## config.mk

```make
export PLATFORM = sky130hd
export DESIGN_NAME = serial_rx_errstat
export DESIGN_NICKNAME = d
export VERILOG_FILES = /design/src/rtl/serial_rx_errstat.sv
export SDC_FILE = /design/constraint.sdc
export NUM_CORES = 1
export LEC_CHECK = 0
export CELL_PAD_IN_SITES_DETAIL_PLACEMENT = 1
export CELL_PAD_IN_SITES_GLOBAL_PLACEMENT = 2
export CORE_MARGIN = 3
export CORE_UTILIZATION = 36
export CTS_BUF_LIST = sky130_fd_sc_hd__clkbuf_2
export DETAILED_ROUTE_END_ITERATION = 10
export DONT_BUFFER_PORTS = 1
export MAX_ROUTING_LAYER = met4
export PLACE_DENSITY_LB_ADDON = 0.1
export SYNTH_ARGS = -nofsm -noshare
export SYNTH_HDL_FRONTEND = slang
export SYNTH_SLANG_ARGS = --single-unit
export TNS_END_PERCENT = 10
```

## constraint.sdc

```tcl
create_clock -name clk -period 1.82 [get_ports clk]
set_input_delay 0.273 -clock clk [delete_from_list [all_inputs] [get_ports clk]]
set_output_delay 0.273 -clock clk [all_outputs]
set_load 0.05 [all_outputs]
```

## src/rtl/serial_rx_errstat.sv

```systemverilog
module serial_rx_errstat #(
  parameter int OSR = 16
) (
  input  logic        clk,
  input  logic        rst_n,
  input  logic        rxd,
  input  logic        tick16,
  input  logic [1:0]  wlen,
  input  logic        par_en,
  input  logic        par_even,
  input  logic        par_stick,
  input  logic        uart_en,
  input  logic        rx_en,
  input  logic        rd_strobe,
  input  logic        st_wr,
  output logic [11:0] rx_entry,
  output logic        rx_valid,
  output logic [3:0]  rx_status
);

  localparam int CW = $clog2(OSR);
  localparam logic [CW-1:0] MID  = CW'(OSR/2 - 1);
  localparam logic [CW-1:0] LAST = CW'(OSR - 1);

  typedef enum logic [2:0] {S_IDLE, S_START, S_DATA, S_PAR, S_STOP, S_WAITHI} rx_state_t;

  rx_state_t      st;
  logic [1:0]     sync;
  logic           rx_s;
  logic [CW-1:0]  cnt;
  logic [2:0]     idx;
  logic [7:0]     shreg;
  logic           pbit;
  logic           all_low;

  assign rx_s = sync[1];

  wire        go       = uart_en && rx_en;
  wire [2:0]  last_idx = {1'b0, wlen} + 3'd4;
  wire        done     = tick16 && (st == S_STOP) && (cnt == LAST);
  wire        exp_par  = par_stick ? ~par_even : (par_even ? ^shreg : ~^shreg);
  wire        brk      = all_low && !rx_s;
  wire        fe       = !rx_s;
  wire        pe       = par_en && !brk && (pbit != exp_par);
  wire [10:0] new_ent  = {brk, pe, fe, brk ? 8'h00 : shreg};
  wire        rd_ok    = rd_strobe && rx_valid;
  wire        ovr      = done && rx_valid && !rd_ok;

  always_ff @(posedge clk or negedge rst_n) begin
    if (!rst_n) sync <= 2'b11;
    else        sync <= {sync[0], rxd};
  end

  always_ff @(posedge clk or negedge rst_n) begin
    if (!rst_n) begin
      st      <= S_IDLE;
      cnt     <= '0;
      idx     <= '0;
      shreg   <= '0;
      pbit    <= 1'b0;
      all_low <= 1'b0;
    end else if (st == S_WAITHI) begin
      if (rx_s) st <= S_IDLE;
    end else if (tick16) begin
      case (st)
        S_IDLE: if (go && !rx_s) begin
          st  <= S_START;
          cnt <= '0;
        end
        S_START: if (cnt == MID) begin
          cnt <= '0;
          if (rx_s) st <= S_IDLE;
          else begin
            st      <= S_DATA;
            idx     <= '0;
            shreg   <= '0;
            all_low <= 1'b1;
          end
        end else cnt <= cnt + 1'b1;
        S_DATA: if (cnt == LAST) begin
          cnt        <= '0;
          shreg[idx] <= rx_s;
          if (rx_s) all_low <= 1'b0;
          if (idx == last_idx) st <= par_en ? S_PAR : S_STOP;
          else idx <= idx + 1'b1;
        end else cnt <= cnt + 1'b1;
        S_PAR: if (cnt == LAST) begin
          cnt  <= '0;
          pbit <= rx_s;
          if (rx_s) all_low <= 1'b0;
          st   <= S_STOP;
        end else cnt <= cnt + 1'b1;
        S_STOP: if (cnt == LAST) begin
          cnt <= '0;
          st  <= rx_s ? S_IDLE : S_WAITHI;
        end else cnt <= cnt + 1'b1;
        default: st <= S_IDLE;
      endcase
    end
  end

  always_ff @(posedge clk or negedge rst_n) begin
    if (!rst_n) begin
      rx_entry <= '0;
      rx_valid <= 1'b0;
    end else if (done) begin
      if (ovr) rx_entry[11] <= 1'b1;
      else begin
        rx_entry <= {1'b0, new_ent};
        rx_valid <= 1'b1;
      end
    end else if (rd_ok) begin
      rx_valid <= 1'b0;
    end
  end

  always_ff @(posedge clk or negedge rst_n) begin
    if (!rst_n) rx_status <= '0;
    else if (st_wr) rx_status <= '0;
    else begin
      if (rd_ok) rx_status[2:0] <= rx_entry[10:8];
      if (ovr || (rd_ok && rx_entry[11])) rx_status[3] <= 1'b1;
    end
  end

  // an unread entry is held unchanged
  a_r2_entry_held: assert property (@(posedge clk) disable iff (!rst_n)
    rx_valid && !rd_strobe |=> rx_valid && $stable(rx_entry[10:0]));

  // break entries carry the frame flag and zero data
  a_r6_break_form: assert property (@(posedge clk) disable iff (!rst_n)
    rx_valid && rx_entry[10] |-> rx_entry[8] && !rx_entry[9] && rx_entry[7:0] == 8'h00);

  // a read copies the entry's error flags into status
  a_r8_read_loads: assert property (@(posedge clk) disable iff (!rst_n)
    rd_strobe && rx_valid && !st_wr |=> rx_status[2:0] == $past(rx_entry[10:8]));

  // without read or write, the low status bits do not move
  a_r8_low_stable: assert property (@(posedge clk) disable iff (!rst_n)
    !rd_strobe && !st_wr |=> $stable(rx_status[2:0]));

  // the overrun status bit is sticky
  a_r9_ovr_sticky: assert property (@(posedge clk) disable iff (!rst_n)
    rx_status[3] && !st_wr |=> rx_status[3]);

  // a status write clears every bit
  a_r10_write_clears: assert property (@(posedge clk) disable iff (!rst_n)
    st_wr |=> rx_status == 4'b0000);

endmodule

```

# Word level (Yosys, flattened, before mapping)
# Index checks and enable logic that the tools add are counted.
# W data, S select, Z words.
[word_totals]
input_bits = 13
output_inout_bits = 17
regBits = 39
[op_classes]
bitwise_logic = 3
reduce_logical = 36
mux = 44
n_eq_ne = 24
add_sub_neg = 3
magnitude_cmp = 2
[ops]
columns = ["operator", "n"]
rows = [
  ["$mux W3", 16],
  ["$mux W8", 4],
  ["$mux W4", 4],
  ["$pmux W8 S2", 1],
  ["$ne A3 B3 Y1 const B", 5],
  ["$pmux W3 S5", 1],
  ["$ne A2 B2 Y1 const B", 7],
  ["$reduce_and A7 Y1", 2],
  ["$logic_and A1 B1 Y1", 12],
  ["$mux W1", 12],
  ["$pmux W4 S3", 1],
  ["$reduce_bool A2 Y1", 6],
  ["$bwmux W8", 1],
  ["$reduce_and A4 Y1", 2],
  ["$reduce_and A8 Y1", 1],
  ["$reduce_xnor A8 Y1", 1],
  ["$reduce_xor A8 Y1", 1],
  ["$eq A3 B2 Y1 const B", 2],
  ["$eq A3 B3 Y1 const B", 2],
  ["$pmux W3 S2", 1],
  ["$reduce_and A6 Y1", 1],
  ["$add A4 B1 Y4 const B", 1],
  ["$eq A4 B3 Y1 const B", 1],
  ["$eq A4 B4 Y1 const B", 1],
  ["20 further kinds", 26],
]

# Longest topological paths before layout
# Gate-level depths: netlist of the first run.
[logic_depth]
word_depth = 8
depth_mapped = 7
mapped_depth_nobuf = 6

# Worst setup path before layout of the first run
# OpenSTA, ideal clock, no wires.
[synth_timing]
path_kind = "register -> register"
start = "reg sync[1]"
end = "reg st[0]"
stages_incl_launch_ff = 6
required_ps = 1695
n_path_buf = 1
period_less_slack_ps = 1786
arrival_ps = 1661
setup_slack_ps = 34
setup_ps = 125
path_cell_list = "dfstp_2 > clkbuf_1 > mux2i_1 > or3_1 > or2_1 > mux2_4"
[synth_between]
elab_chain_cells = 5
word_cells_on_any_way = 10
[synth_lines]
columns = ["element", "line_no", "text"]
rows = [
  ["start: declaration", "28", "logic [1:0] sync;"],
  ["start signal: assignment", "51", "else sync <= {sync[0], rxd};"],
  ["$mux W3", "95", "st <= rx_s ? S_IDLE : S_WAITHI;"],
  ["$mux W3", "93", "S_STOP: if (cnt == LAST) begin"],
  ["$pmux W3 S5", "65", "case (st)"],
  ["$mux W3", "64", "end else if (tick16) begin"],
  ["$mux W3", "62", "end else if (st == S_WAITHI) begin"],
  ["end signal: assignment", "84", "if (idx == last_idx) st <= par_en ? S_PAR : S_STOP;"],
  ["end signal: assignment", "95", ""],
  ["end: declaration", "27", "rx_state_t st;"],
]
# Parallel ways exist; a longest one is shown, timed or not. The select of a mux whose other input is x is not followed.
# A chain may end at the register's enable or synchronous reset.

# Worst setup path in the final report of the first run
[layout_timing]
start = "reg st[2]"
end = "reg st[0]"
[layout_between]
elab_chain_cells = 4
word_cells_on_any_way = 18
[layout_lines]
columns = ["element", "line_no"]
rows = [
  ["$eq A3 B3 Y1, or another cell as far along", "65"],
  ["$pmux W3 S5", "65"],
  ["$mux W3", "64"],
  ["$mux W3", "62"],
]
# Parallel ways exist; a longest one is shown, timed or not. The select of a mux whose other input is x is not followed.

==> flow_metrics.env, run 1 <==
export IMPL_numPortBuffers=0
export IMPL_vdd_ir_drop_max_mv=0.723
export IMPL_status="finished with violations"
export IMPL_synth_top_area_frac=0.445
export IMPL_chipHeight_microns=82
export IMPL_crit_required_ps=2120
export IMPL_synth_area_leaders="dfrtp_1, o21ai_0, nand2_1, xnor2_1, dfstp_2"
export IMPL_cellLeakagePower_nw=1.10
export IMPL_synth_nets=241
export IMPL_vias=1764
export IMPL_synthesis_area_sq_um=2080
export IMPL_clock_skew_ps=15.4
export IMPL_clkTransAtPathRegs_ps=200
export IMPL_grt_antenna_before_repair=0
export IMPL_drt_total_wl_microns=5520
export IMPL_max_slew_margin=0.649
export IMPL_finalSetupViolations=1
export IMPL_stdcell_area_sq_um=2520
export IMPL_die_area_sq_um=6720
export IMPL_vias_per_cell=5.35
export IMPL_hp_class="input pin to register"
export IMPL_die_w_microns=82
export IMPL_crit_fanout=7
export IMPL_drtAntennaViolNets=0
export IMPL_insertion_delay_ps=400
export IMPL_yosysTopAreaCell="dfrtp_1"
export IMPL_root_buffer="clkbuf_2"
export IMPL_violations="setup timing"
export IMPL_fmax_ghz=0.529
export IMPL_synth_edf_count=0
export IMPL_place_gp_congestion=0.808
export IMPL_slew_violations=0
export IMPL_yosys_warnings=0
export IMPL_worst_slack_ps=-70.6
export IMPL_clockBufferDepth=2
export IMPL_grt_use_total=0.182
export IMPL_tightestPinTransition_ps=527
export IMPL_syn_to_final_growth_pct=21.3
export IMPL_grt_max_degree=40
export IMPL_drc_errors=0
export IMPL_timing_final_crit_share=1.04
export IMPL_finalHoldViolCount=0
export IMPL_nFillCells=644
export IMPL_wl_per_cell_microns=16.7
export IMPL_numCtsBuffers=5
export IMPL_syn_avg_cell_area_sq_um=9.20
export IMPL_grt_pass1_vias=1866
export IMPL_placementRows=27
export IMPL_first_iter_violations=58
export IMPL_cp_end_kind="register"
export IMPL_rsz0062_at_grt="yes"
export IMPL_yosysSeqAreaShare=0.471
export IMPL_cts_max_level=2
export IMPL_io_pin_count=30
export IMPL_coreArea_sq_um=5540
export IMPL_yosysUniqueCellTypes=50
export IMPL_first_pass_iters=4
export IMPL_min_period_ps=1890
export IMPL_final_layout_size_suffix_gt1_frac=0.260
export IMPL_overflow=0
export IMPL_diodes=0
export IMPL_async_flop_share=1.00
export IMPL_ys_flop_type="dfrtp_1"
export IMPL_start_kind="register"
export IMPL_dp_hpwl_microns=4060
export IMPL_cp_arrival_ps=2190
export IMPL_synth_cells=226
export IMPL_power_density_nw_per_um2=1080
export IMPL_initial_utilization=0.375
export IMPL_final_cell_mix="nand2_1, dfrtp_1, o21ai_0, buf_4"
export IMPL_final_nets=272
export IMPL_path_class="register to register"
export IMPL_final_common_cell="nand2_1"
export IMPL_dp_slack_ps=-55.8
export IMPL_drv_cap=0
export IMPL_grt_pass1_wl_microns=9200
export IMPL_ys_ff_latch=39
export IMPL_cts_tree="done"
export IMPL_total_power_w=0.00272
export IMPL_dpl_instance_area_sq_um=2270
export IMPL_cts_sinks=39
==> cells in the mapped netlist (all sizes together), types with 2 or more instances <==
cell	count
a211oi	2
a21oi	7
a22o	2
a22oi	2
a31o	2
a31oi	8
buf	5
clkbuf	7
dfrtp	37
dfstp	2
ha	2
inv	8
mux2	2
mux2i	2
nand2	40
nand2b	6
nand3	8
nand3b	2
nand4	2
nor2	8
nor3	2
o21ai	36
o31ai	3
or2	2
or3	4
xnor2	8
xor2	2
==> per-stage QoR <==
step                      hold WS (ps)   util  std cells  setup TNS (ps)
after floorplan                  -22.6      -        226               0
after global placement           -21.6  0.411        308               0
after detailed placement         -21.6  0.411        308           -58.7
after CTS                         6.09  0.440        326           -16.3
after global routing              5.17  0.455        330            -203
final                             22.5  0.455        330           -70.6
==> state kept, by name, summed over array words and instances, names as in the netlist <==
register	cells
rx_status	4
rx_entry	12
st	3
sync	2
idx	3
cnt	4
all_low	1
shreg	8
pbit	1
rx_valid	1
==> critical path: stages, from the launching register on <==
cell	delay, ps
dfrtp_2	460
buf_4	130
nand3b_1	110
mux2i_1	150
or3_4	390
or2_4	250
mux2_4	300
==> cell type report <==
type / count / area, sq um / area share
Timing Repair Buffer: 36 / 303 / 0.120
Multi-Input combinational cell: 167 / 1080 / 0.428
Clock buffer: 6 / 30.0 / 0.0119
Clock inverter: 2 / 8.76 / 0.00347
Sequential cell: 39 / 982 / 0.389
Inverter: 8 / 30.0 / 0.0119
Tap cell: 72 / 90.1 / 0.0357
==> cells by family (layout without fill, tap and decap cells) <==
logic type	count (synthesis)	after routing	share of synthesized area
muxes	4	4	0.0223
xor gates and xnor gates	10	10	0.0421
buffers and inverters	20	52	0.0433
AOI/OAI and AO/OA	69	69	0.214
and+or+nand+nor	82	82	0.196
adders and majority gates	2	2	0.0120
DFF	39	39	0.471
==> path summary, 6_finish.rpt <==
check,start,cells past startpoint,end,slack [ps]
setup reg to reg,st[2],6,st[0],-70
max in group asynchronous,rst_n,2,sync[0],1250
setup / recovery,st[2],6,st[0],-70
min in group asynchronous,rst_n,2,rx_status[2],300
hold / removal,par_stick,2,rx_entry[9],20
hold reg to reg,sync[0],0,sync[1],350
==> power by group <==
part | switching (W) | internal [W]
clock | 0.000293 | 0.0000946
combinational | 0.000630 | 0.000643
sequential | 0.000113 | 0.000950
==> metal layers <==
metal,track usage,vias up,part of all wire
met5,-,-,0
met2,0.302,32,0.51
met3,0.0471,7,0.045
li1,-,863,-
met4,0.0449,0,0.0085
met1,0.221,862,0.44
==> timing repair <==
item / in CTS / in global routing
setup endpoints to repair: 5 / 25
setup buffers: 5 / 3
hold buffers: 5 / 1
pin swaps: 1 / 7
gates cloned: 0 / 0
endpoints found under the hold margin: 44 / 2
resized for setup: 7 / 21
Note: power is estimated with default switching activity, not from simulation.
==> run 2: changes to the inputs <==
- CORE_UTILIZATION: 36 -> 40
- clock period: 1.82 -> 2.1 ns (I/O delays scaled with it)
==> flow_metrics.env, run 2 (synthesis gave the netlist of run 1 again) <==
export IMPL_power_density_nw_per_um2=970
export IMPL_diodes=0
export IMPL_clkTransAtPathRegs_ps=210
export IMPL_cp_end_kind="register"
export IMPL_cts_setup_buffers=0
export IMPL_crit_path_cell_trace="or3b_1 -> a31oi_1 -> or3_1 -> or2_1 -> mux2_4"
export IMPL_grt_pass1_wl_microns=8540
export IMPL_path_buf_inv=0
export IMPL_tightestPinTransition_ps=516
export IMPL_clock_skew_ps=20.3
export IMPL_final_layout_size_suffix_gt1_frac=0.123
export IMPL_critPathTopFamily="simple AND/OR/NAND/NOR gates"
export IMPL_slew_violations=0
export IMPL_overflow=0
export IMPL_largest_reg_flops=12
export IMPL_hold_start="rd_strobe"
export IMPL_critPathMaxStageDelay_ps=660
export IMPL_cts_sinks=39
export IMPL_root_buffer="clkbuf_2"
export IMPL_cp_arrival_ps=2320
export IMPL_grt_max_degree=40
export IMPL_path_class="register to register"
export IMPL_drtAntennaViolNets=0
export IMPL_numCtsBuffers=5
export IMPL_cts_tree="done"
export IMPL_min_period_ps=2020
export IMPL_max_slew_margin=0.656
export IMPL_crit_slowest_cell="dfrtp_1"
export IMPL_grt_pass1_vias=1739
export IMPL_cts_max_level=2
export IMPL_hp_class="input pin to register"
export IMPL_min_to="rx_status[0]"
export IMPL_grt_antenna_before_repair=0
export IMPL_vdd_ir_drop_max_mv=0.616
export IMPL_drt_total_wl_microns=4950
export IMPL_status="finished clean"
export IMPL_rsz0062_at_grt="no"
export IMPL_fmax_ghz=0.496
export IMPL_timing_final_crit_share=0.960
export IMPL_placementRows=25
export IMPL_first_pass_iters=4
export IMPL_crit_required_ps=2410
export IMPL_reg2reg_from="st[2]"
export IMPL_r2r_end="st[0]"
export IMPL_stdcell_area_sq_um=2320
export IMPL_top_regs="rx_entry: 12 flops, shreg: 8 flops"
export IMPL_drc_errors=0
export IMPL_min_path_cells=2
export IMPL_insertion_delay_ps=390
export IMPL_final_common_cell="nand2_1"
export IMPL_wl_per_cell_microns=16.3
export IMPL_io_pin_count=30
export IMPL_initial_utilization=0.426
export IMPL_vias_per_cell=5.49
export IMPL_reg2reg_slack_ps=80
export IMPL_place_gp_congestion=0.847
export IMPL_first_iter_violations=50
export IMPL_finalHoldViolCount=0
export IMPL_final_nets=250
export IMPL_crit_fanout=13
export IMPL_die_area_sq_um=6100
export IMPL_drv_cap=0
export IMPL_grtUsageMet1=0.230
export IMPL_start_kind="register"
export IMPL_top_usage_layer="met2"
export IMPL_dpl_instance_area_sq_um=2170
export IMPL_setup_tns_final_ps=0
export IMPL_clockBufferDepth=2
export IMPL_final_cell_mix="nand2_1, dfrtp_1, o21ai_0, buf_4"
export IMPL_syn_to_final_growth_pct=11.6
export IMPL_finalSetupViolations=0
export IMPL_vias=1662
export IMPL_numPortBuffers=0
export IMPL_grt_use_total=0.177
export IMPL_dp_hpwl_microns=3720
export IMPL_reg2regPathDepth=5
export IMPL_chipHeight_microns=78.1
export IMPL_top_register="rx_entry"
export IMPL_cellLeakagePower_nw=0.986
export IMPL_coreArea_sq_um=4880
export IMPL_use_met2=0.278
export IMPL_gr_usage_met3=0.0459
export IMPL_die_w_microns=78.1
run 2: timing repair:
action	4_1_cts	5_1_grt
hold buffers	4	1
endpoints found under the hold margin	44	1
endpoints found under the setup margin	0	0
gates resized for setup	0	0
run 2: worst reg2reg max path, stage by stage, from the launching register on:
cell,delay (ps)
dfrtp_1,660
or3b_1,260
a31oi_1,50
or3_1,410
or2_1,270
mux2_4,310
run 2: worst max-delay path by stage:
| stage | endpoint | slack [ps] | cells after the start | from |
|---|---|---|---|---|
| after floorplan | st[0] | 310 | 5 | sync[1] |
| after global placement | st[0] | 230 | 5 | st[2] |
| after detailed placement | st[0] | 130 | 5 | st[2] |
| after CTS | st[0] | 110 | 5 | st[2] |
| after global routing | shreg[6] | 3 | 5 | st[0] |
| final | st[0] | 80 | 5 | st[2] |
run 2: metrics by stage:
step	setup slack, ps	power [W]	utilization	std cells	hold slack [ps]
after floorplan	314	0.00149	-	226	19.4
after global placement	230	0.00161	0.445	290	20.4
after detailed placement	131	0.00165	0.445	290	20.4
after CTS	109	0.00227	0.474	302	35.0
after global routing	3.31	0.00241	0.476	303	10.0
final	84.0	0.00225	0.476	303	69.4
run 2: metal layers:
layer	part of all wire	routed length, microns
met5	0	0
met4	0.015	74
met2	0.47	2310
met3	0.045	224
met1	0.47	2340
run 2: area by class of cell:
type | instances | area (sq um)
fill | 587 | 2560
multi-input combinational | 167 | 1010
sequential | 39 | 978
timing repair buffer | 14 | 128
tap | 67 | 83.8
clock inverter | 2 | 60.1
clock buffer | 6 | 30.0
inverter | 8 | 30.0
run 2: power by group:
group          switching (W)  total (W)  internal [W]  leakage [nW]
logic               0.000393   0.000715      0.000321         0.414
clock network       0.000253   0.000579      0.000326        0.0532
registers           0.000141   0.000957      0.000816         0.519
total               0.000788    0.00225       0.00146         0.986
